**src/rtl/ent_cmd_pkg.sv**
```systemverilog
package ent_cmd_pkg;
  localparam int WORD_W = 32;
  localparam int ADATA_LEN = 12;

  typedef enum logic [3:0] {
    CMD_NONE   = 4'd0,
    CMD_INST   = 4'd1,
    CMD_RESEED = 4'd2,
    CMD_GEN    = 4'd3
  } cmd_code_e;

  typedef enum logic [3:0] {
    ST_IDLE, ST_BOOT_INS, ST_BOOT_INS_ACK, ST_BOOT_GEN, ST_BOOT_GEN_ACK,
    ST_RUN, ST_SW_DATA, ST_SW_ACK, ST_AUTO_SEND, ST_AUTO_ACK
  } seq_state_e;

  function automatic logic [3:0] hdr_len(input logic [WORD_W-1:0] w);
    return w[7:4];
  endfunction

  function automatic logic len_ok(input logic [WORD_W-1:0] w);
    return (w[7:4] == 4'd0) || (w[7:4] == 4'(ADATA_LEN));
  endfunction

  function automatic logic [WORD_W-1:0] mk_hdr(input cmd_code_e c);
    return {{(WORD_W-4){1'b0}}, c};
  endfunction
endpackage

```
**src/rtl/ent_cmd_store.sv**
```systemverilog
module ent_cmd_store #(
  parameter int DEPTH = 13,
  parameter int W     = 32,
  localparam int CNT_W = $clog2(DEPTH + 1)
) (
  input  logic             clk_i,
  input  logic             rst_ni,
  input  logic             clr_i,
  input  logic             wr_i,
  input  logic [W-1:0]     wdata_i,
  input  logic [CNT_W-1:0] rd_idx_i,
  output logic [W-1:0]     rdata_o,
  output logic [CNT_W-1:0] count_o,
  output logic             ovf_o
);
  logic [CNT_W-1:0] count_q;
  logic [W-1:0]     mem_q [DEPTH];
  logic             full;

  assign full    = (count_q == CNT_W'(DEPTH));
  assign ovf_o   = wr_i && full && !clr_i;
  assign count_o = count_q;

  always_ff @(posedge clk_i or negedge rst_ni) begin
    if (!rst_ni)                count_q <= '0;
    else if (clr_i)             count_q <= '0;
    else if (wr_i && !full)     count_q <= count_q + 1'b1;
  end

  for (genvar i = 0; i < DEPTH; i++) begin : g_ent
    always_ff @(posedge clk_i or negedge rst_ni) begin
      if (!rst_ni) mem_q[i] <= '0;
      else if (!clr_i && wr_i && !full && count_q == CNT_W'(i)) mem_q[i] <= wdata_i;
    end
  end

  always_comb begin
    rdata_o = '0;
    for (int i = 0; i < DEPTH; i++)
      if (rd_idx_i == CNT_W'(i)) rdata_o = mem_q[i];
  end

  a_r8_clear_empties: assert property (@(posedge clk_i) disable iff (!rst_ni)
    clr_i |=> count_o == '0);
  a_r10_no_overflow: assert property (@(posedge clk_i) disable iff (!rst_ni)
    count_q <= CNT_W'(DEPTH));
endmodule

```
**src/rtl/ent_cmd_out.sv**
```systemverilog
module ent_cmd_out #(
  parameter int W = 32
) (
  input  logic         clk_i,
  input  logic         rst_ni,
  input  logic         flush_i,
  input  logic         load_i,
  input  logic [W-1:0] ldata_i,
  input  logic         ready_i,
  output logic         valid_o,
  output logic [W-1:0] data_o,
  output logic         empty_o
);
  logic         valid_q;
  logic [W-1:0] data_q;

  always_ff @(posedge clk_i or negedge rst_ni) begin
    if (!rst_ni) begin
      valid_q <= 1'b0;
      data_q  <= '0;
    end else if (flush_i) begin
      valid_q <= 1'b0;
    end else if (load_i) begin
      valid_q <= 1'b1;
      data_q  <= ldata_i;
    end else if (valid_q && ready_i) begin
      valid_q <= 1'b0;
    end
  end

  assign valid_o = valid_q;
  assign data_o  = data_q;
  assign empty_o = !valid_q;

  a_r11_hold_stall: assert property (@(posedge clk_i) disable iff (!rst_ni)
    valid_q && !ready_i && !flush_i |=> valid_q && $stable(data_q));
  a_r2_load_when_empty: assert property (@(posedge clk_i) disable iff (!rst_ni)
    load_i |-> !valid_q);
endmodule

```
**src/rtl/ent_cmd_ctrl.sv**
```systemverilog
module ent_cmd_ctrl
  import ent_cmd_pkg::*;
#(
  parameter int DEPTH = 13,
  parameter int REQ_W = 16,
  localparam int CNT_W = $clog2(DEPTH + 1)
) (
  input  logic              clk_i,
  input  logic              rst_ni,
  input  logic              enable_i,
  input  logic              boot_dis_i,
  input  logic              auto_mode_i,
  input  logic [REQ_W-1:0]  max_reqs_i,
  input  logic              ep_any_i,
  input  logic              sw_wvalid_i,
  input  logic [WORD_W-1:0] sw_wdata_i,
  output logic              sw_rdy_o,
  output logic              sw_done_o,
  input  logic              gen_ack_i,
  input  logic              out_empty_i,
  output logic              out_load_o,
  output logic [WORD_W-1:0] out_data_o,
  output logic              flush_o,
  input  logic [CNT_W-1:0]  rs_count_i,
  input  logic [CNT_W-1:0]  gn_count_i,
  input  logic [WORD_W-1:0] rs_word_i,
  input  logic [WORD_W-1:0] gn_word_i,
  output logic [CNT_W-1:0]  rd_idx_o,
  output logic              len_err_o
);
  seq_state_e       state_q, state_d;
  logic [REQ_W-1:0] req_cnt_q, req_cnt_d;
  logic [3:0]       left_q, left_d;
  logic [CNT_W-1:0] idx_q, idx_d;
  logic             sel_rs_q, sel_rs_d;
  logic [CNT_W-1:0] cur_cnt;
  logic [CNT_W:0]   idx_inc;
  logic             ack_ok;

  assign cur_cnt  = sel_rs_q ? rs_count_i : gn_count_i;
  assign idx_inc  = {1'b0, idx_q} + 1'b1;
  assign ack_ok   = out_empty_i && gen_ack_i;
  assign rd_idx_o = idx_q;
  assign flush_o  = !enable_i;

  always_comb begin
    state_d    = state_q;
    req_cnt_d  = req_cnt_q;
    left_d     = left_q;
    idx_d      = idx_q;
    sel_rs_d   = sel_rs_q;
    out_load_o = 1'b0;
    out_data_o = '0;
    sw_rdy_o   = 1'b0;
    sw_done_o  = 1'b0;
    len_err_o  = 1'b0;
    if (!enable_i) begin
      state_d   = ST_IDLE;
      req_cnt_d = '0;
    end else begin
      unique case (state_q)
        ST_IDLE: state_d = boot_dis_i ? ST_RUN : ST_BOOT_INS;
        ST_BOOT_INS: if (out_empty_i) begin
          out_load_o = 1'b1;
          out_data_o = mk_hdr(CMD_INST);
          state_d    = ST_BOOT_INS_ACK;
        end
        ST_BOOT_INS_ACK: if (ack_ok) state_d = ST_BOOT_GEN;
        ST_BOOT_GEN: if (out_empty_i) begin
          out_load_o = 1'b1;
          out_data_o = mk_hdr(CMD_GEN);
          state_d    = ST_BOOT_GEN_ACK;
        end
        ST_BOOT_GEN_ACK: if (ack_ok) state_d = ST_RUN;
        ST_RUN: begin
          if (auto_mode_i) begin
            idx_d = '0;
            if (req_cnt_q >= max_reqs_i) begin
              if (rs_count_i != '0) begin
                sel_rs_d = 1'b1;
                state_d  = ST_AUTO_SEND;
              end
            end else if (ep_any_i && gn_count_i != '0) begin
              sel_rs_d = 1'b0;
              state_d  = ST_AUTO_SEND;
            end
          end else begin
            sw_rdy_o = out_empty_i;
            if (sw_wvalid_i && out_empty_i) begin
              if (len_ok(sw_wdata_i)) begin
                out_load_o = 1'b1;
                out_data_o = sw_wdata_i;
                left_d     = hdr_len(sw_wdata_i);
                state_d    = (hdr_len(sw_wdata_i) == 4'd0) ? ST_SW_ACK : ST_SW_DATA;
              end else begin
                len_err_o = 1'b1;
              end
            end
          end
        end
        ST_SW_DATA: begin
          sw_rdy_o = out_empty_i;
          if (sw_wvalid_i && out_empty_i) begin
            out_load_o = 1'b1;
            out_data_o = sw_wdata_i;
            left_d     = left_q - 1'b1;
            if (left_q == 4'd1) state_d = ST_SW_ACK;
          end
        end
        ST_SW_ACK: if (ack_ok) begin
          sw_done_o = 1'b1;
          state_d   = ST_RUN;
        end
        ST_AUTO_SEND: if (out_empty_i) begin
          out_load_o = 1'b1;
          out_data_o = sel_rs_q ? rs_word_i : gn_word_i;
          idx_d      = idx_inc[CNT_W-1:0];
          if (idx_inc >= {1'b0, cur_cnt}) state_d = ST_AUTO_ACK;
        end
        ST_AUTO_ACK: if (ack_ok) begin
          if (sel_rs_q)               req_cnt_d = '0;
          else if (req_cnt_q != '1)   req_cnt_d = req_cnt_q + 1'b1;
          state_d = ST_RUN;
        end
        default: state_d = ST_IDLE;
      endcase
    end
  end

  always_ff @(posedge clk_i or negedge rst_ni) begin
    if (!rst_ni) begin
      state_q   <= ST_IDLE;
      req_cnt_q <= '0;
      left_q    <= '0;
      idx_q     <= '0;
      sel_rs_q  <= 1'b0;
    end else begin
      state_q   <= state_d;
      req_cnt_q <= req_cnt_d;
      left_q    <= left_d;
      idx_q     <= idx_d;
      sel_rs_q  <= sel_rs_d;
    end
  end

  a_r9_cnt_cleared: assert property (@(posedge clk_i) disable iff (!rst_ni)
    !enable_i |=> req_cnt_q == '0 && state_q == ST_IDLE);
  a_r2_wait_ack: assert property (@(posedge clk_i) disable iff (!rst_ni)
    enable_i && !gen_ack_i &&
    (state_q == ST_SW_ACK || state_q == ST_AUTO_ACK ||
     state_q == ST_BOOT_INS_ACK || state_q == ST_BOOT_GEN_ACK) |=> $stable(state_q));
endmodule

```
**src/rtl/ent_cmd_seq.sv**
```systemverilog
module ent_cmd_seq
  import ent_cmd_pkg::*;
#(
  parameter int DEPTH  = 13,
  parameter int REQ_W  = 16,
  parameter int NUM_EP = 4,
  parameter int ERR_W  = 2
) (
  input  logic              clk_i,
  input  logic              rst_ni,
  input  logic              enable_i,
  input  logic              boot_dis_i,
  input  logic              auto_mode_i,
  input  logic              fifo_clr_i,
  input  logic [REQ_W-1:0]  max_reqs_i,
  input  logic              sw_wvalid_i,
  input  logic [WORD_W-1:0] sw_wdata_i,
  output logic              sw_rdy_o,
  output logic              sw_done_o,
  input  logic              rs_wvalid_i,
  input  logic [WORD_W-1:0] rs_wdata_i,
  input  logic              gn_wvalid_i,
  input  logic [WORD_W-1:0] gn_wdata_i,
  input  logic [NUM_EP-1:0] ep_req_i,
  output logic              gen_valid_o,
  output logic [WORD_W-1:0] gen_data_o,
  input  logic              gen_ready_i,
  input  logic              gen_ack_i,
  input  logic              done_clr_i,
  input  logic [ERR_W-1:0]  err_test_i,
  output logic              intr_done_o,
  output logic              intr_fatal_o,
  output logic [ERR_W-1:0]  err_code_o
);
  localparam int CNT_W = $clog2(DEPTH + 1);

  logic              out_load, out_empty, flush, len_err, rs_ovf, gn_ovf;
  logic [WORD_W-1:0] out_data, rs_word, gn_word;
  logic [CNT_W-1:0]  rs_count, gn_count, rd_idx;
  logic [ERR_W-1:0]  err_q, err_set;
  logic              done_q;

  ent_cmd_store #(.DEPTH(DEPTH), .W(WORD_W)) u_rs_store (
    .clk_i, .rst_ni, .clr_i(fifo_clr_i), .wr_i(rs_wvalid_i), .wdata_i(rs_wdata_i),
    .rd_idx_i(rd_idx), .rdata_o(rs_word), .count_o(rs_count), .ovf_o(rs_ovf));

  ent_cmd_store #(.DEPTH(DEPTH), .W(WORD_W)) u_gn_store (
    .clk_i, .rst_ni, .clr_i(fifo_clr_i), .wr_i(gn_wvalid_i), .wdata_i(gn_wdata_i),
    .rd_idx_i(rd_idx), .rdata_o(gn_word), .count_o(gn_count), .ovf_o(gn_ovf));

  ent_cmd_ctrl #(.DEPTH(DEPTH), .REQ_W(REQ_W)) u_ctrl (
    .clk_i, .rst_ni, .enable_i, .boot_dis_i, .auto_mode_i, .max_reqs_i,
    .ep_any_i(|ep_req_i), .sw_wvalid_i, .sw_wdata_i, .sw_rdy_o, .sw_done_o,
    .gen_ack_i, .out_empty_i(out_empty), .out_load_o(out_load), .out_data_o(out_data),
    .flush_o(flush), .rs_count_i(rs_count), .gn_count_i(gn_count),
    .rs_word_i(rs_word), .gn_word_i(gn_word), .rd_idx_o(rd_idx), .len_err_o(len_err));

  ent_cmd_out #(.W(WORD_W)) u_out (
    .clk_i, .rst_ni, .flush_i(flush), .load_i(out_load), .ldata_i(out_data),
    .ready_i(gen_ready_i), .valid_o(gen_valid_o), .data_o(gen_data_o), .empty_o(out_empty));

  always_comb begin
    err_set    = err_test_i;
    err_set[0] = err_set[0] | len_err;
    if (ERR_W > 1) err_set[ERR_W-1] = err_set[ERR_W-1] | rs_ovf | gn_ovf;
  end

  always_ff @(posedge clk_i or negedge rst_ni) begin
    if (!rst_ni) begin
      err_q  <= '0;
      done_q <= 1'b0;
    end else begin
      err_q <= err_q | err_set;
      if (sw_done_o)       done_q <= 1'b1;
      else if (done_clr_i) done_q <= 1'b0;
    end
  end

  assign err_code_o   = err_q;
  assign intr_fatal_o = |err_q;
  assign intr_done_o  = done_q;

  a_r10_fatal_sticky: assert property (@(posedge clk_i) disable iff (!rst_ni)
    intr_fatal_o |=> intr_fatal_o);
  a_r5_len_flag: assert property (@(posedge clk_i) disable iff (!rst_ni)
    len_err |=> err_code_o[0]);
  a_r9_idle_output: assert property (@(posedge clk_i) disable iff (!rst_ni)
    !enable_i |=> !gen_valid_o);
  a_r4_done_sets_intr: assert property (@(posedge clk_i) disable iff (!rst_ni)
    sw_done_o |=> intr_done_o);
endmodule

```
**config.mk**
```make
export PLATFORM = sky130hd
export DESIGN_NAME = ent_cmd_seq
export DESIGN_NICKNAME = d
export VERILOG_FILES = /design/src/rtl/ent_cmd_pkg.sv /design/src/rtl/ent_cmd_store.sv /design/src/rtl/ent_cmd_out.sv /design/src/rtl/ent_cmd_ctrl.sv /design/src/rtl/ent_cmd_seq.sv
export SDC_FILE = /design/constraint.sdc
export NUM_CORES = 2
export LEC_CHECK = 0
export ABC_AREA = 1
export BUFFER_PORTS_ARGS = -buffer_cell sky130_fd_sc_hd__buf_2
export CAP_MARGIN = 25
export CORE_ASPECT_RATIO = 0.75
export CORE_MARGIN = 8
export CORE_UTILIZATION = 52
export CTS_CLUSTER_DIAMETER = 80
export CTS_CLUSTER_SIZE = 28
export DETAILED_ROUTE_END_ITERATION = 6
export PLACE_DENSITY = 0.7
export SETUP_SLACK_MARGIN = 0.05
export SLEW_MARGIN = 0
export SYNTH_ARGS = -nofsm -noshare
export SYNTH_HDL_FRONTEND = slang
export SYNTH_SLANG_ARGS = --single-unit
```
**constraint.sdc**
```tcl
create_clock -name clk_i -period 4.5 [get_ports clk_i]
set_input_delay 0.225 -clock clk_i [delete_from_list [all_inputs] [get_ports clk_i]]
set_output_delay 0.225 -clock clk_i [all_outputs]
set_load 0.05 [all_outputs]
```
After elaboration in Yosys (flattened, before gate mapping)
Index checks and enable logic that the tools add are counted.
- reduce and logical (&&, ||, !) cells: 68
- magnitude comparators: 2
- bitwise gates (word level): 4
- eq/ne operators: 73
- muxes and demuxes: 97
- add/subtract/negate cells: 5
- operator list (operator ; count):
    $mux W32 ; 32
    $pmux W32 S5 ; 1
    $mux W4 ; 26
    $eq A4 B4 Y1 const B ; 20
    $mux W16 ; 5
    $eq A4 B3 Y1 const B ; 16
    $logic_and A1 B1 Y1 ; 40
    $eq A4 B2 Y1 const B ; 8
    $pmux W4 S8 ; 1
    $mux W1 ; 26
    $eq A4 B1 Y1 const B ; 5
    $logic_not A4 Y1 ; 5
    $add A16 B1 Y16 const B ; 1
    $ge A16 B16 Y1 ; 1
    $ne A16 B16 Y1 const B ; 1
    $pmux W4 S2 ; 2
    $ne A3 B2 Y1 const B ; 5
    $reduce_and A12 Y1 ; 1
    $reduce_bool A2 Y1 ; 6
    $ne A2 B1 Y1 const B ; 5
    $ne A3 B3 Y1 const B ; 3
    $add A4 B1 Y4 const B ; 2
    $ne A2 B2 Y1 const B ; 4
    $ne A4 B3 Y1 const B ; 2
    other kinds (23) ; 31
- input bits: 130
- output and inout port bits: 39
- bits in registers: 905
- logic and storage cells: 286

Depth between registers and ports, before layout
- depth in word-level cells: 17
- mapped depth: 24
- mapped depth without buffers: 22

By module
Synthesis repeated with hierarchy kept, for this count alone.
- cell total of the unflattened synthesis: 5239
- area, all modules: 43036.3 um^2
- modules (own cells, without submodules) (module ; area each (um^2) ; seq. area each (um^2) ; times used ; cells an instance):
    ent_cmd_store at u_rs_store ; 19158.4 ; 10510.1 ; 1 ; 2252
    ent_cmd_store at u_gn_store ; 18785.5 ; 10510.1 ; 1 ; 2252
    ent_cmd_ctrl ; 3557.2 ; 725.7 ; 1 ; 573
    ent_cmd_out ; 1405.1 ; 825.8 ; 1 ; 145
    ent_cmd_seq ; 130.1 ; 75.1 ; 1 ; 17

Worst setup path before layout
OpenSTA, ideal clock, no wires.
- path type: register to register
- start point: register u_ctrl.sel_rs_q
- end point: register u_ctrl.state_q[2]
- arrival: 2.198 ns
- stages on the path, launching flop included: 17
- setup time: 0.126 ns
- clock period less this slack: 2.324 ns
- path slack: 2.176 ns
- buffers on the path: 2
- required time: 4.374 ns
- cells stage by stage: dfrtp_1 -> clkbuf_1 -> clkbuf_1 -> o21ai_0 -> ha_1 -> o21ai_0 -> nand2_1 -> a21oi_1 -> nor2_1 -> o31ai_1 -> nand3_1 -> nand4_1 -> nand2_1 -> nand2_1 -> inv_1 -> nand2_1 -> o21ai_0
- cells in the longest elaborated chain, start to end: 4
- ends and longest elaborated chain (element ; RTL line ; text):
    start: declaration ; ent_cmd_ctrl.sv:35 ; logic sel_rs_q, sel_rs_d;
    start signal: assignment ; ent_cmd_ctrl.sv:142 ; sel_rs_q <= sel_rs_d;
    $mux W4 ; ent_cmd_ctrl.sv:40 ; assign cur_cnt = sel_rs_q ? rs_count_i : gn_count_i;
    $ge A5 B4 Y1 ; ent_cmd_ctrl.sv:118 ; if (idx_inc >= {1'b0, cur_cnt}) state_d = ST_AUTO_ACK;
    $ne A3 B2 Y1 (no line) ; n/a ;
    $reduce_and A12 Y1 (no line) ; n/a ;
    end signal: assignment ; ent_cmd_ctrl.sv:138 ; state_q <= state_d;
    end: declaration ; ent_cmd_ctrl.sv:31 ; seq_state_e state_q, state_d;
Every way passes these cells.
A chain may end at the register's enable or synchronous reset.

Worst setup path after layout
- start point: register u_ctrl.idx_q[0], in the netlist u_ctrl.rd_idx_o[0]
- end point: register u_out.data_q[29], in the netlist u_out.data_o[29]
- cells in the longest elaborated chain, start to end: 17
- elaborated cells on any way between the ends: 42
- classes of those cells: eq/ne (12); mux (29); reduce/logical (1)
- ends and longest elaborated chain (element ; RTL line ; text):
    start: declaration ; ent_cmd_ctrl.sv:34 ; logic [CNT_W-1:0] idx_q, idx_d;
    start signal: assignment ; ent_cmd_ctrl.sv:141 ; idx_q <= idx_d;
    $logic_not A4 Y1 ; ent_cmd_store.sv:40 ; if (rd_idx_i == CNT_W'(i)) rdata_o = mem_q[i];
    $mux W32 (13 in a row) ; ent_cmd_store.sv:40 ;
    $mux W32 (*) ; ent_cmd_ctrl.sv:116 ; out_data_o = sel_rs_q ? rs_word_i : gn_word_i;
    $mux W32 (*) ; ent_cmd_ctrl.sv:114 ; ST_AUTO_SEND: if (out_empty_i) begin
    $pmux W32 S5 (*) ; ent_cmd_ctrl.sv:61 ; unique case (state_q)
    end signal: assignment ; ent_cmd_out.sv:25 ; data_q <= ldata_i;
    end: declaration ; ent_cmd_out.sv:15 ; logic [W-1:0] data_q;
Mark *: on every way between the ends. The rest lies on a longest branch, timed or not.

==> flow_summary.json <==
{
  "first_pass_iters": 6,
  "portBuffers": 168,
  "start_util_pct": 52.5,
  "area_delta_synth_final_pct": 9.37,
  "grt_pass1_wl_um": 228000,
  "synth_cells": 5794,
  "core_um2": 83900,
  "timing.final.crit_period_ns": 3.32,
  "grt-ovfl-total": 0,
  "drtIter0Drc": 5591,
  "grt_max_degree": 155,
  "grt-busiest-layer": "met1",
  "drc": 0,
  "die_area_um2": 94300,
  "cts_root_buffer": "clkbuf_16",
  "fin_setup_tns_ns": 0,
  "synth_seq_cells": 905,
  "grtUsageMet2_pct": 44.4,
  "detail_route.wl_per_cell_um": 21.2,
  "synth_nets": 5959,
  "cts-resized-gates": 0,
  "die_width_um": 352,
  "hold_viol": 0,
  "crit_arrival_ns": 3.89,
  "grt_use_total_pct": 30.7,
  "crit_required_ns": 5.07,
  "yosysTopAreaCell": "dfrtp_1",
  "crit_start": "u_ctrl.rd_idx_o[0]",
  "grtUsageMet3_pct": 8.37,
  "synth_edf_count": 0,
  "yosysWarnings": 0,
  "routed_wl_um": 148000,
  "fill_cells": 7644,
  "max_cap_viol_count": 0,
  "routed-via-count": 39600,
  "yosysMostFrequentCell": "nand2_1",
  "cts_sinks": 905,
  "worst_pin_slew_ns": 1.13,
  "worstSetupStartpointType": "register",
  "synth_top_area_share_pct": 51.4,
  "ys_async_sr_fraction_pct": 100,
  "rows": 92,
  "peakVddDrop_mv": 0.574,
  "io_pins": 169,
  "r2r-start": "u_ctrl.rd_idx_o[0]",
  "synth.distinct_cells": 42,
  "gp_congestion": 0.954,
  "power_density_nw_per_um2": 493,
  "min_path_cells": 3,
  "ys_seq_area_share_pct": 51.4,
  "post-route-period-util_pct": 73.7,
  "synth_ff_type": "dfrtp_1",
  "drv_slew": 0,
  "place_hpwl_um": 91100,
  "drive_gt1_share_pct": 7.05,
  "clk-insertion-delay-late_ns": 0.64,
  "syn_avg_cell_area_um2": 7.60,
  "cts_buffers": 40,
  "postCtsSetupBuffers": 0,
  "fmax_ghz": 0.301,
  "setup_ws_ns": 1.18,
  "avgViaCountPerCell": 5.66,
  "slew_headroom_pct": 24.9,
  "path_class": "reg2reg",
  "synthTopCellsByCount": "nand2_1, dfrtp_1, o21ai_0",
  "die_h_um": 268,
  "holdWs_ns": 0.0435,
  "total_power_mw": 23.7,
  "antenna_left": 0,
  "multi_input_area_um2": 17300,
  "fin_util_pct": 57.4,
  "holdBufCountCts": 93,
  "crit_fanout": 62,
  "hold_path_class": "in2reg",
  "antenna_found_initial": 8,
  "dp_slack_ns": 1.31,
  "grt_pass1_vias": 37000,
  "synth_area_leaders": "dfrtp_1, nand2_1, o21ai_0, inv_1, a21oi_1",
  "seq_area_um2": 22600,
  "clock_path_buffers": 3,
  "rsz0062_at_grt": "false",
  "r2r_cells": 17,
  "hp-start": "sw_wdata_i[13]",
  "gr-usage-met1_pct": 45.5,
  "clock_skew_ns": 0.0277,
  "htreeDepth": 2,
  "setup_viol": 0,
  "nNetsFinal": 6008,
  "cts_tree": "yes",
  "status": "complete, no violations",
  "syn_area_um2": 44000,
  "endpoint_kind": "register",
  "path_clk_slew_ns": 0.11,
  "leakagePower_nw": 23.8
}
[cells by family after synthesis]
logic type,share of synthesized area [%]
AOI/OAI and AO/OA,15.4
DFF,51.4
xor gates and xnor gates,0.0398
adders and majority gates,0.995
and+or+nand+nor,22.3
buffers and inverters,9.76
[worst paths after layout]
check | to | slack, ns
max | u_out.data_o[29] | 1.18
min | u_out.data_o[13] | 0.04
max reg2reg | u_out.data_o[29] | 1.18
min reg2reg | u_rs_store.mem_q[113] | 0.49
max in group asynchronous | u_gn_store.mem_q[108] | 3.03
min in group asynchronous | u_rs_store.mem_q[69] | 0.14
[area by class of cell]
cell class | count | area share [%]
clock buffers | 42 | 2.14
clock inverters | 15 | 0.348
inverters | 758 | 5.93
flip-flops and latches | 905 | 47.0
well taps | 1128 | 2.93
multi-input cells | 3786 | 36.0
repair buffers | 352 | 5.59
diodes | 6 | 0.0312
[state kept, by name, summed over array words and instances, names as in the netlist]
name                cells
u_gn_store.mem_q      416
u_rs_store.mem_q      416
u_out.data_o           32
u_ctrl.req_cnt_q       16
u_ctrl.left_q           4
u_ctrl.rd_idx_o         4
u_ctrl.state_q          4
u_gn_store.count_o      4
u_rs_store.count_o      4
err_code_o              2
intr_done_o             1
u_ctrl.sel_rs_q         1
u_out.valid_o           1
[through the flow]
| stage | std cells | instance area [um2] |
|---|---|---|
| detailed placement | 6836 | 46000 |
| global placement | 6836 | 46000 |
| floorplan | 5794 | 44000 |
| global route | 6986 | 48100 |
| CTS | 6986 | 48100 |
| finish | 6992 | 48200 |
[report_power, final]
group / switching, mW / internal [mW] / total (mW)
Clock: 2.73 / 1.82 / 4.55
Sequential: 0.621 / 9.24 / 9.86
Combinational: 6.59 / 2.72 / 9.32
[metal layers]
metal	wire length (um)	up-vias	share of wire (%)
li1	-	18400	-
met5	49	-	0.033
met1	64100	18800	43
met2	60700	2163	41
met4	4150	8	2.8
met3	19000	275	13
[critical path: stages, from the launching register on]
cell	delay, ns
dfrtp_1	0.49
ha_1	0.35
nand2_4	0.23
buf_4	0.74
o21ai_0	0.20
inv_1	0.09
nand2_1	0.07
nand2_1	0.06
nand2_1	0.06
nand2_1	0.06
nand2_1	0.04
nand4_1	0.06
nand3_1	0.12
nand2_1	0.10
nand2_1	0.05
nand2_1	0.22
nand3_1	0.13
a21oi_1	0.15
[placed cells by master (no fill, tap or decap), types with 34 or more instances in the layout]
master         netlist  final
a21oi_1            511    511
buf_2               67    167
buf_4                9     73
clkbuf_16            0     41
dfrtp_1            905    905
dlygate4sd3_1        0     93
ha_1                35     34
inv_1              746    744
nand2_1           1617   1617
nand3_1            238    232
nand4_1             94     94
nor2_1             351    332
o21ai_0            790    790
or2_2               42     42
Note: power is estimated with default switching activity, not from simulation.
